==> config.mk <==
export PLATFORM = sky130hd
export DESIGN_NAME = fsh_unit
export DESIGN_NICKNAME = d
export VERILOG_FILES = /design/src/rtl/fsh_pkg.sv /design/src/rtl/fsh_plan.sv /design/src/rtl/fsh_partial.sv /design/src/rtl/fsh_unit.sv
export SDC_FILE = /design/constraint.sdc
export NUM_CORES = 1
export LEC_CHECK = 0
export BUFFER_PORTS_ARGS = -buffer_cell sky130_fd_sc_hd__buf_2
export CORE_MARGIN = 5
export CORE_UTILIZATION = 45
export CTS_CLUSTER_DIAMETER = 30
export DETAILED_ROUTE_END_ITERATION = 12
export SLEW_MARGIN = 10
export SYNTH_ARGS = -nofsm -noshare
export SYNTH_HDL_FRONTEND = slang
export SYNTH_SLANG_ARGS = --single-unit
==> constraint.sdc <==
create_clock -name clk -period 5 [get_ports clk]
set_clock_uncertainty 0.15 [all_clocks]
set_input_delay 0.75 -clock clk [delete_from_list [all_inputs] [get_ports clk]]
set_output_delay 0.75 -clock clk [all_outputs]
set_load 0.005 [all_outputs]
==> src/rtl/fsh_pkg.sv <==
package fsh_pkg;

    typedef enum logic [1:0] {
        OP_ROL = 2'b00,
        OP_ROR = 2'b01,
        OP_FSL = 2'b10,
        OP_FSR = 2'b11
    } fsh_op_e;

    typedef enum logic [1:0] {
        ST_IDLE   = 2'b00,
        ST_FIRST  = 2'b01,
        ST_SECOND = 2'b10
    } fsh_state_e;

endpackage

==> src/rtl/fsh_plan.sv <==
// Per-phase shift planning: amount, direction, source and bypass selection.
module fsh_plan
    import fsh_pkg::*;
#(
    parameter int WIDTH = 32,
    localparam int AW = $clog2(WIDTH)
) (
    input  fsh_op_e         op,
    input  logic [AW:0]     amt_raw,
    input  logic            second,
    output logic [AW-1:0]   step_amt,
    output logic            step_left,
    output logic            src_third,
    output logic            bypass,
    output logic            bypass_third
);
    logic            funnel;
    logic            swap;
    logic [AW-1:0]   low;
    logic [AW:0]     compl_full;

    assign funnel     = op[1];
    assign swap       = funnel & amt_raw[AW];
    assign low        = amt_raw[AW-1:0];
    assign compl_full = (AW+1)'(WIDTH) - {1'b0, low};

    // first phase uses the amount (complement when swapped), second the other
    assign step_amt = (second ^ swap) ? compl_full[AW-1:0] : low;

    always_comb begin
        unique case (op)
            OP_ROL:  step_left = !second;
            OP_ROR:  step_left = second;
            OP_FSL:  step_left = swap ? second : !second;
            OP_FSR:  step_left = swap ? !second : second;
            default: step_left = 1'b0;
        endcase
    end

    assign src_third    = funnel & second;
    assign bypass       = (low == '0);
    assign bypass_third = swap;

endmodule

==> src/rtl/fsh_partial.sv <==
// One logical right shifter; left shifts mirror the bit order around it.
module fsh_partial #(
    parameter int WIDTH = 32,
    localparam int AW = $clog2(WIDTH)
) (
    input  logic [WIDTH-1:0] src,
    input  logic [AW-1:0]    amt,
    input  logic             left,
    output logic [WIDTH-1:0] dst
);
    logic [WIDTH-1:0] mirror_in;
    logic [WIDTH-1:0] shifted;
    logic [WIDTH-1:0] mirror_out;

    for (genvar k = 0; k < WIDTH; k++) begin : g_mirror
        assign mirror_in[k]  = src[WIDTH-1-k];
        assign mirror_out[k] = shifted[WIDTH-1-k];
    end

    assign shifted = (left ? mirror_in : src) >> amt;
    assign dst     = left ? mirror_out : shifted;

endmodule

==> src/rtl/fsh_unit.sv <==
module fsh_unit
    import fsh_pkg::*;
#(
    parameter int WIDTH = 32,
    localparam int AW = $clog2(WIDTH)
) (
    input  logic             clk,
    input  logic             rst_n,
    input  logic             start,
    input  logic [1:0]       op,
    input  logic [WIDTH-1:0] word_a,
    input  logic [AW:0]      shamt,
    input  logic [WIDTH-1:0] word_c,
    output logic [WIDTH-1:0] result,
    output logic             done
);
    fsh_state_e       state_q, state_d;
    fsh_op_e          op_q;
    logic [WIDTH-1:0] a_q, c_q, hold_q, result_q;
    logic [AW:0]      amt_q;
    logic             done_q;

    logic [AW-1:0]    step_amt;
    logic             step_left, src_third, bypass, bypass_third;
    logic [WIDTH-1:0] part;

    fsh_plan #(.WIDTH(WIDTH)) u_plan (
        .op           (op_q),
        .amt_raw      (amt_q),
        .second       (state_q == ST_SECOND),
        .step_amt     (step_amt),
        .step_left    (step_left),
        .src_third    (src_third),
        .bypass       (bypass),
        .bypass_third (bypass_third)
    );

    fsh_partial #(.WIDTH(WIDTH)) u_partial (
        .src  (src_third ? c_q : a_q),
        .amt  (step_amt),
        .left (step_left),
        .dst  (part)
    );

    // next state
    always_comb begin
        state_d = state_q;
        unique case (state_q)
            ST_IDLE:   if (start) state_d = ST_FIRST;
            ST_FIRST:  state_d = ST_SECOND;
            ST_SECOND: state_d = ST_IDLE;
            default:   state_d = ST_IDLE;
        endcase
    end

    // state register
    always_ff @(posedge clk or negedge rst_n) begin
        if (!rst_n) state_q <= ST_IDLE;
        else        state_q <= state_d;
    end

    // operand capture, datapath and outputs
    always_ff @(posedge clk or negedge rst_n) begin
        if (!rst_n) begin
            op_q     <= OP_ROL;
            a_q      <= '0;
            c_q      <= '0;
            amt_q    <= '0;
            hold_q   <= '0;
            result_q <= '0;
            done_q   <= 1'b0;
        end else begin
            done_q <= 1'b0;
            unique case (state_q)
                ST_IDLE: begin
                    if (start) begin
                        op_q  <= fsh_op_e'(op);
                        a_q   <= word_a;
                        c_q   <= word_c;
                        amt_q <= shamt;
                    end
                end
                ST_FIRST: hold_q <= part;
                ST_SECOND: begin
                    result_q <= bypass ? (bypass_third ? c_q : a_q) : (hold_q | part);
                    done_q   <= 1'b1;
                end
                default: ;
            endcase
        end
    end

    assign result = result_q;
    assign done   = done_q;

    p_start_accept_r8: assert property (@(posedge clk) disable iff (!rst_n)
        (state_q == ST_IDLE && start) |=> (state_q == ST_FIRST));
    p_second_done_r8: assert property (@(posedge clk) disable iff (!rst_n)
        (state_q == ST_SECOND) |=> done_q);
    p_done_pulse_r8: assert property (@(posedge clk) disable iff (!rst_n)
        done_q |=> !done_q);
    p_busy_no_restart_r9: assert property (@(posedge clk) disable iff (!rst_n)
        (state_q != ST_IDLE) |=> (state_q != ST_FIRST));
    p_operands_frozen_r9: assert property (@(posedge clk) disable iff (!rst_n)
        (state_q != ST_IDLE) |=> ($stable(a_q) && $stable(c_q) && $stable(amt_q) && $stable(op_q)));
    p_hold_first_only_r10: assert property (@(posedge clk) disable iff (!rst_n)
        (state_q != ST_FIRST) |=> $stable(hold_q));
    p_result_with_done_r10: assert property (@(posedge clk) disable iff (!rst_n)
        !$stable(result_q) |-> done_q);
    p_zero_bypass_r7: assert property (@(posedge clk) disable iff (!rst_n)
        (state_q == ST_SECOND && amt_q[AW-1:0] == '0)
        |=> (result_q == ((op_q[1] && amt_q[AW]) ? c_q : a_q)));

endmodule

Word-level counts from Yosys, hierarchy flattened
Cells that the tools add are included.

word-level totals
  input bits = 75
  output and inout bits = 33
  word-level logic and storage cells = 37
  flip-flop bits (word level) = 139

cells by class
  equality and inequality tests = 6
  shift operators = 1
  add/sub/neg operators = 1
  multiplexer cells = 12
  reductions and logical operators = 5
  bitwise gates (word level) = 4

operator list
  kind                                                  number
  two-way mux 32 bit                                    5
  bitwise OR 32 bit                                     1
  right shift 32 x 5 -> 32 bit                          1
  equality test 2 bit (second input constant)           3
  zero test 5 bit                                       1
  two-way mux 5 bit                                     1
  subtractor 1 x 5 -> 5 bit (first input constant)      1
  equality test 2 x 1 -> 1 bit (second input constant)  2
  zero test 2 bit                                       2
  one-hot mux 1 bit (4 select lines)                    1
  one-hot mux 2 bit (2 select lines)                    1
  two-way mux 1 bit                                     3
  AND 1 bit                                             2
  two-way mux 2 bit                                     1
  != test 2 bit (second input constant)                 1
  AND reduction 2 bit                                   1
  zero test 1 bit                                       1
  XOR 1 bit                                             1

Depth between registers and ports, before layout
  word-level depth = 9
  gate-level depth with buffers = 15
  gate-level depth less buffers = 11

Modules after synthesis
A second synthesis with hierarchy kept.

unflattened totals
  cells, all modules = 804
  area total of the unflattened synthesis = 9850.7 um^2

modules (own cells, without submodules)
  module       area an instance (um^2)  times used  cells each  seq. area each (um^2)
  fsh_unit     6696.4                   1           442         3478.3
  fsh_partial  2985.4                   1           343         0.0
  fsh_plan     168.9                    1           19          0.0

Worst setup path before layout
OpenSTA, ideal clock, no wires.

  kind = reg2reg
  start = register amt_q[0]
  end = register result_q[30], in the netlist result[30]
  library setup time = 0.130 ns
  cell stages (with the launch flop) = 14
  data required time = 4.720 ns
  slack = 0.891 ns
  path buffers = 4
  clock period less this slack = 4.109 ns
  arrival time = 3.830 ns
  cell sequence = dfrtp_1 > buf_1 > inv_2 > buf_2 > clkbuf_1 > ha_1 > or3_1 > buf_2 > nand2_1 > mux4_2 > a221oi_2 > o211ai_1 > a2111oi_2 > o21ai_1

on the way
  longest elaborated chain between the ends = 6
  elaborated cells between the ends (all ways) = 7
  classes of those cells = add/sub (1); shift (1); mux (3); bitwise (1); reduce/logical (1)

ends and longest elaborated chain
  what                          RTL line           source
  start: declaration            fsh_unit.sv:20     logic [AW:0] amt_q;
  start signal: assignment      fsh_unit.sv:80     amt_q <= shamt;
  subtractor 1 x 5 -> 5 bit     fsh_plan.sv:25     assign compl_full = (AW+1)'(WIDTH) - {1'b0, low};
  two-way mux 5 bit             fsh_plan.sv:28     assign step_amt = (second ^ swap) ? compl_full[AW-1:0] : low;
  right shift 32 x 5 -> 32 bit  fsh_partial.sv:20  assign shifted = (left ? mirror_in : src) >> amt;
  two-way mux 32 bit            fsh_partial.sv:21  assign dst = left ? mirror_out : shifted;
  bitwise OR 32 bit             fsh_unit.sv:85     result_q <= bypass ? (bypass_third ? c_q : a_q) : (hold_q | part);
  two-way mux 32 bit *          fsh_unit.sv:85
  end signal: assignment        fsh_unit.sv:85
  end: declaration              fsh_unit.sv:19     logic [WIDTH-1:0] a_q, c_q, hold_q, result_q;

Every way passes the cells marked *; elsewhere a longest branch is shown, timed or not.
A chain may end at the register's enable or synchronous reset.

Final worst setup path
  start = register state_q[0]
  end = register result_q[30], in the netlist result[30]

on the way
  longest elaborated chain between the ends = 9
  elaborated cells between the ends (all ways) = 14
  classes of those cells = eq/ne (1); shift (1); mux (8); bitwise (3); reduce/logical (1)

ends and longest elaborated chain
  what                                         RTL line                                        source
  start: declaration                           fsh_unit.sv:17                                  fsh_state_e state_q, state_d;
  start signal: assignment                     fsh_unit.sv:59                                  else state_q <= state_d;
  equality test 2 bit *                        fsh_unit.sv:30, fsh_unit.sv:74
  zero test 1 bit                              fsh_plan.sv:32, fsh_plan.sv:34, fsh_plan.sv:35
  two-way mux 1 bit, on equally long branches  fsh_plan.sv:35, fsh_plan.sv:34
  one-hot mux 1 bit (4 select lines)           fsh_plan.sv:31                                  unique case (op)
  two-way mux 32 bit                           fsh_partial.sv:20
  right shift 32 x 5 -> 32 bit                 fsh_partial.sv:20
  two-way mux 32 bit                           fsh_partial.sv:21
  bitwise OR 32 bit                            fsh_unit.sv:85
  two-way mux 32 bit                           fsh_unit.sv:85

Marks and branches as above.

==> metrics.txt <==
drt first pass iters 7; Core ar. 0.01959 mm^2; Critical Path RT around 5.2 ns; clk buf depth 2; Hold Slack about 0.12 ns; Nets ~1,100; Via Count 7,938; Power Dens Cells roughly 720 mW/mm^2; crit-path max FO 24; Starting Density 0.4611; initial antenna violation count 0; die width 151.7 um; Vias/cell 6.182; R2R cell count 10; kind of critical path reg2reg; CP Capture Type register; Total GRT Usage 0.2620; crit share post-route 0.8544; FF-to-FF setup slack 0.73 ns; H-Tree Depth 4; Worst R2R End result[30]; Fin. Hold Viols 0; cts repair resizes 0; WL per Instance 23.00 um; Max Fclk 0.2341 GHz; die area 0.02301 mm^2; DRT Wirelength 29,540 um; Final Worst Setup Slack roughly 0.73 ns; chip height 151.7 um; root buffer cell clkbuf_16; Final Max Slew Viols 0; Layout area overhead 15.89%; Comb pwr share 0.576; ys async rst share 1.000; most frequent cells in the layout dfrtp_1, mux2_2, nand2_1, buf_2, nor2_1; cell internal pwr 4.059 mW; hold crit path type in2async; CTS clk-pin slew, worst paths 0.07 ns; Cells after Synth roughly 900; clock power share 0.186; critical path, cell by cell nand2b_2 -> clkinv_4 -> xnor3_2 -> mux2i_1 -> mux2_2 -> mux4_2 -> a221oi_2 -> o211ai_1 -> a2111oi_2 -> o21ai_1; Placement Setup Slack ~0.76 ns; Synth Cell Area ~0.0090 mm^2; #FFs+latches synth 139; Clock Latency Late Sink 0.44 ns; largest net degree at the start of global routing 60; ys flop type dfrtp_1; number of synthesized flops with an enable pin 0; startpoint types register; commonest non-fill, non-tap cell in the layout dfrtp_1; crit-path max cell delay just over 0.8 ns; first-pass GRT wire length about 46,000 um; CTS tree built; WP data arrival 4.44 ns; input/output buffers 107; Ys Warns 0; Top delay family on crit path multiplexers; Slew @ Worst Pin 0.7130 ns; worst vdd ir 0.3424 mV; 1st-iter DRT viols ~910; Top Ports 108; layout cells sized above 1 0.3160; fill count 1,764; status finished, final reports clean; RR Startpoint state_q[0]; syn nets 1,001; antenna viol nets, final 0; Net Sw Frac 0.4628; row count slightly above 50; TNS Setup 0 ns; antenna cell count 0; clock sinks 139; Switch Pwr around 3.5 mW; total overflow reported by the global router 0; Rel. slew slack 0.5124; Worst Setup SP state_q[0]; CTS Buf Count 17; RSZ-0062 raised after global routing false; max cap viols 0; synthesized area per cell 9.775 um^2; hold_buf cts 0; hpwl dp 21,770 um; CP Buf/Inv Count 1; part of the Yosys area used for sequential elements 0.3851; Leakage around 4.6 nW; Flop pwr share 0.239; Post-CTS Setup Inserts 0; routability cong. 1.032; vias in the first global route 7,522; post-layout min period 4.272 ns; slowest cell on the critical path xnor3_2; DRC viols 0; distinct cell type count after synthesis 59; Setup-failing EPs final 0
[registers in the layout (all words and copies together) (netlist names)]
signal,flops
hold_q,32
state_q,2
a_q,32
op_q,2
done,1
amt_q,6
c_q,32
result,32
[area by class of cell]
type,count,area (um^2),area share
Inverter,8,35.03,0.003347
Multi-Input combinational cell,705,5229,0.4995
Clock inverter,15,216.5,0.02068
Timing Repair Buffer,135,752.0,0.07184
Sequential cell,139,3478,0.3323
Tap cell,265,331.6,0.03168
Clock buffer,17,425.4,0.04064
[synth_stat cells, types with 6 or more instances]
cell       number  area [um^2]
o211ai_1        6        45.04
nor3_1         38        190.2
a211oi_1       11        82.58
a22o_1          7        61.31
a31oi_1        17        106.4
mux4_2         26        585.6
clkbuf_1       49        183.9
nand3_1        14        70.07
a2111oi_0       7        61.31
a21oi_1        48        240.2
buf_2          10        50.05
o31ai_1         6        45.04
mux2_2        114         1284
or3_1           7        43.79
and3_1          7        43.79
mux2i_1        63        630.6
o21ai_0        63        315.3
o22ai_1        12        75.07
inv_1           6        22.52
dfrtp_1       139         3478
nor2_1         79        296.5
nand2_1       113        424.2
buf_1           9        33.78
[worst max-delay path by stage]
stage | endpoint | slack [ns] | cells after the start
after global routing | result[30] | 0.46 | 10
after floorplan | result[30] | 0.89 | 13
after global placement | result[30] | 0.85 | 10
final | result[30] | 0.73 | 10
after CTS | result[30] | 0.74 | 10
after detailed placement | result[30] | 0.76 | 10
[power groups by stage]
stage | logic [mW] | registers [mW] | clock network [mW]
finish | 4.35 | 1.80 | 1.40
global route | 4.64 | 1.85 | 1.46
CTS | 4.25 | 1.80 | 1.42
detailed placement | 4.23 | 1.82 | 0
global placement | 4.24 | 1.81 | 0
floorplan | 2.98 | 1.73 | 0
[worst reg2reg max path, stage by stage, from the launching register on]
cell	delay, ns
dfrtp_1	0.41
nand2b_2	0.39
clkinv_4	0.25
xnor3_2	0.83
mux2i_1	0.30
mux2_2	0.35
mux4_2	0.52
a221oi_2	0.28
o211ai_1	0.19
a2111oi_2	0.39
o21ai_1	0.10
[metrics by stage]
stage	area (um^2)	instances	power, mW	util
detailed placement	9826	1252	6.045	0.5016
floorplan	9032	924	4.715	-
CTS	10470	1284	7.470	0.5343
global route	10470	1284	7.960	0.5343
finish	10470	1284	7.556	0.5343
global placement	9826	1252	6.052	0.5016
[logic make-up after synthesis]
logic type / Yosys count / synth area share
simple gates: 275 / 0.1313
compound gates: 220 / 0.1547
mux: 203 / 0.2768
flops: 139 / 0.3851
buf+inv: 80 / 0.03768
xor+xnor: 5 / 0.01164
fa+ha+maj: 2 / 0.002770
[metal layers]
layer	GRT usage	vias up	share of wire
li1	-	3607	-
met1	0.3784	3870	0.44
met2	0.3924	401	0.45
met3	0.06098	60	0.086
met4	0.07996	0	0.027
met5	0	-	0
Note: power is estimated with default switching activity, not from simulation.
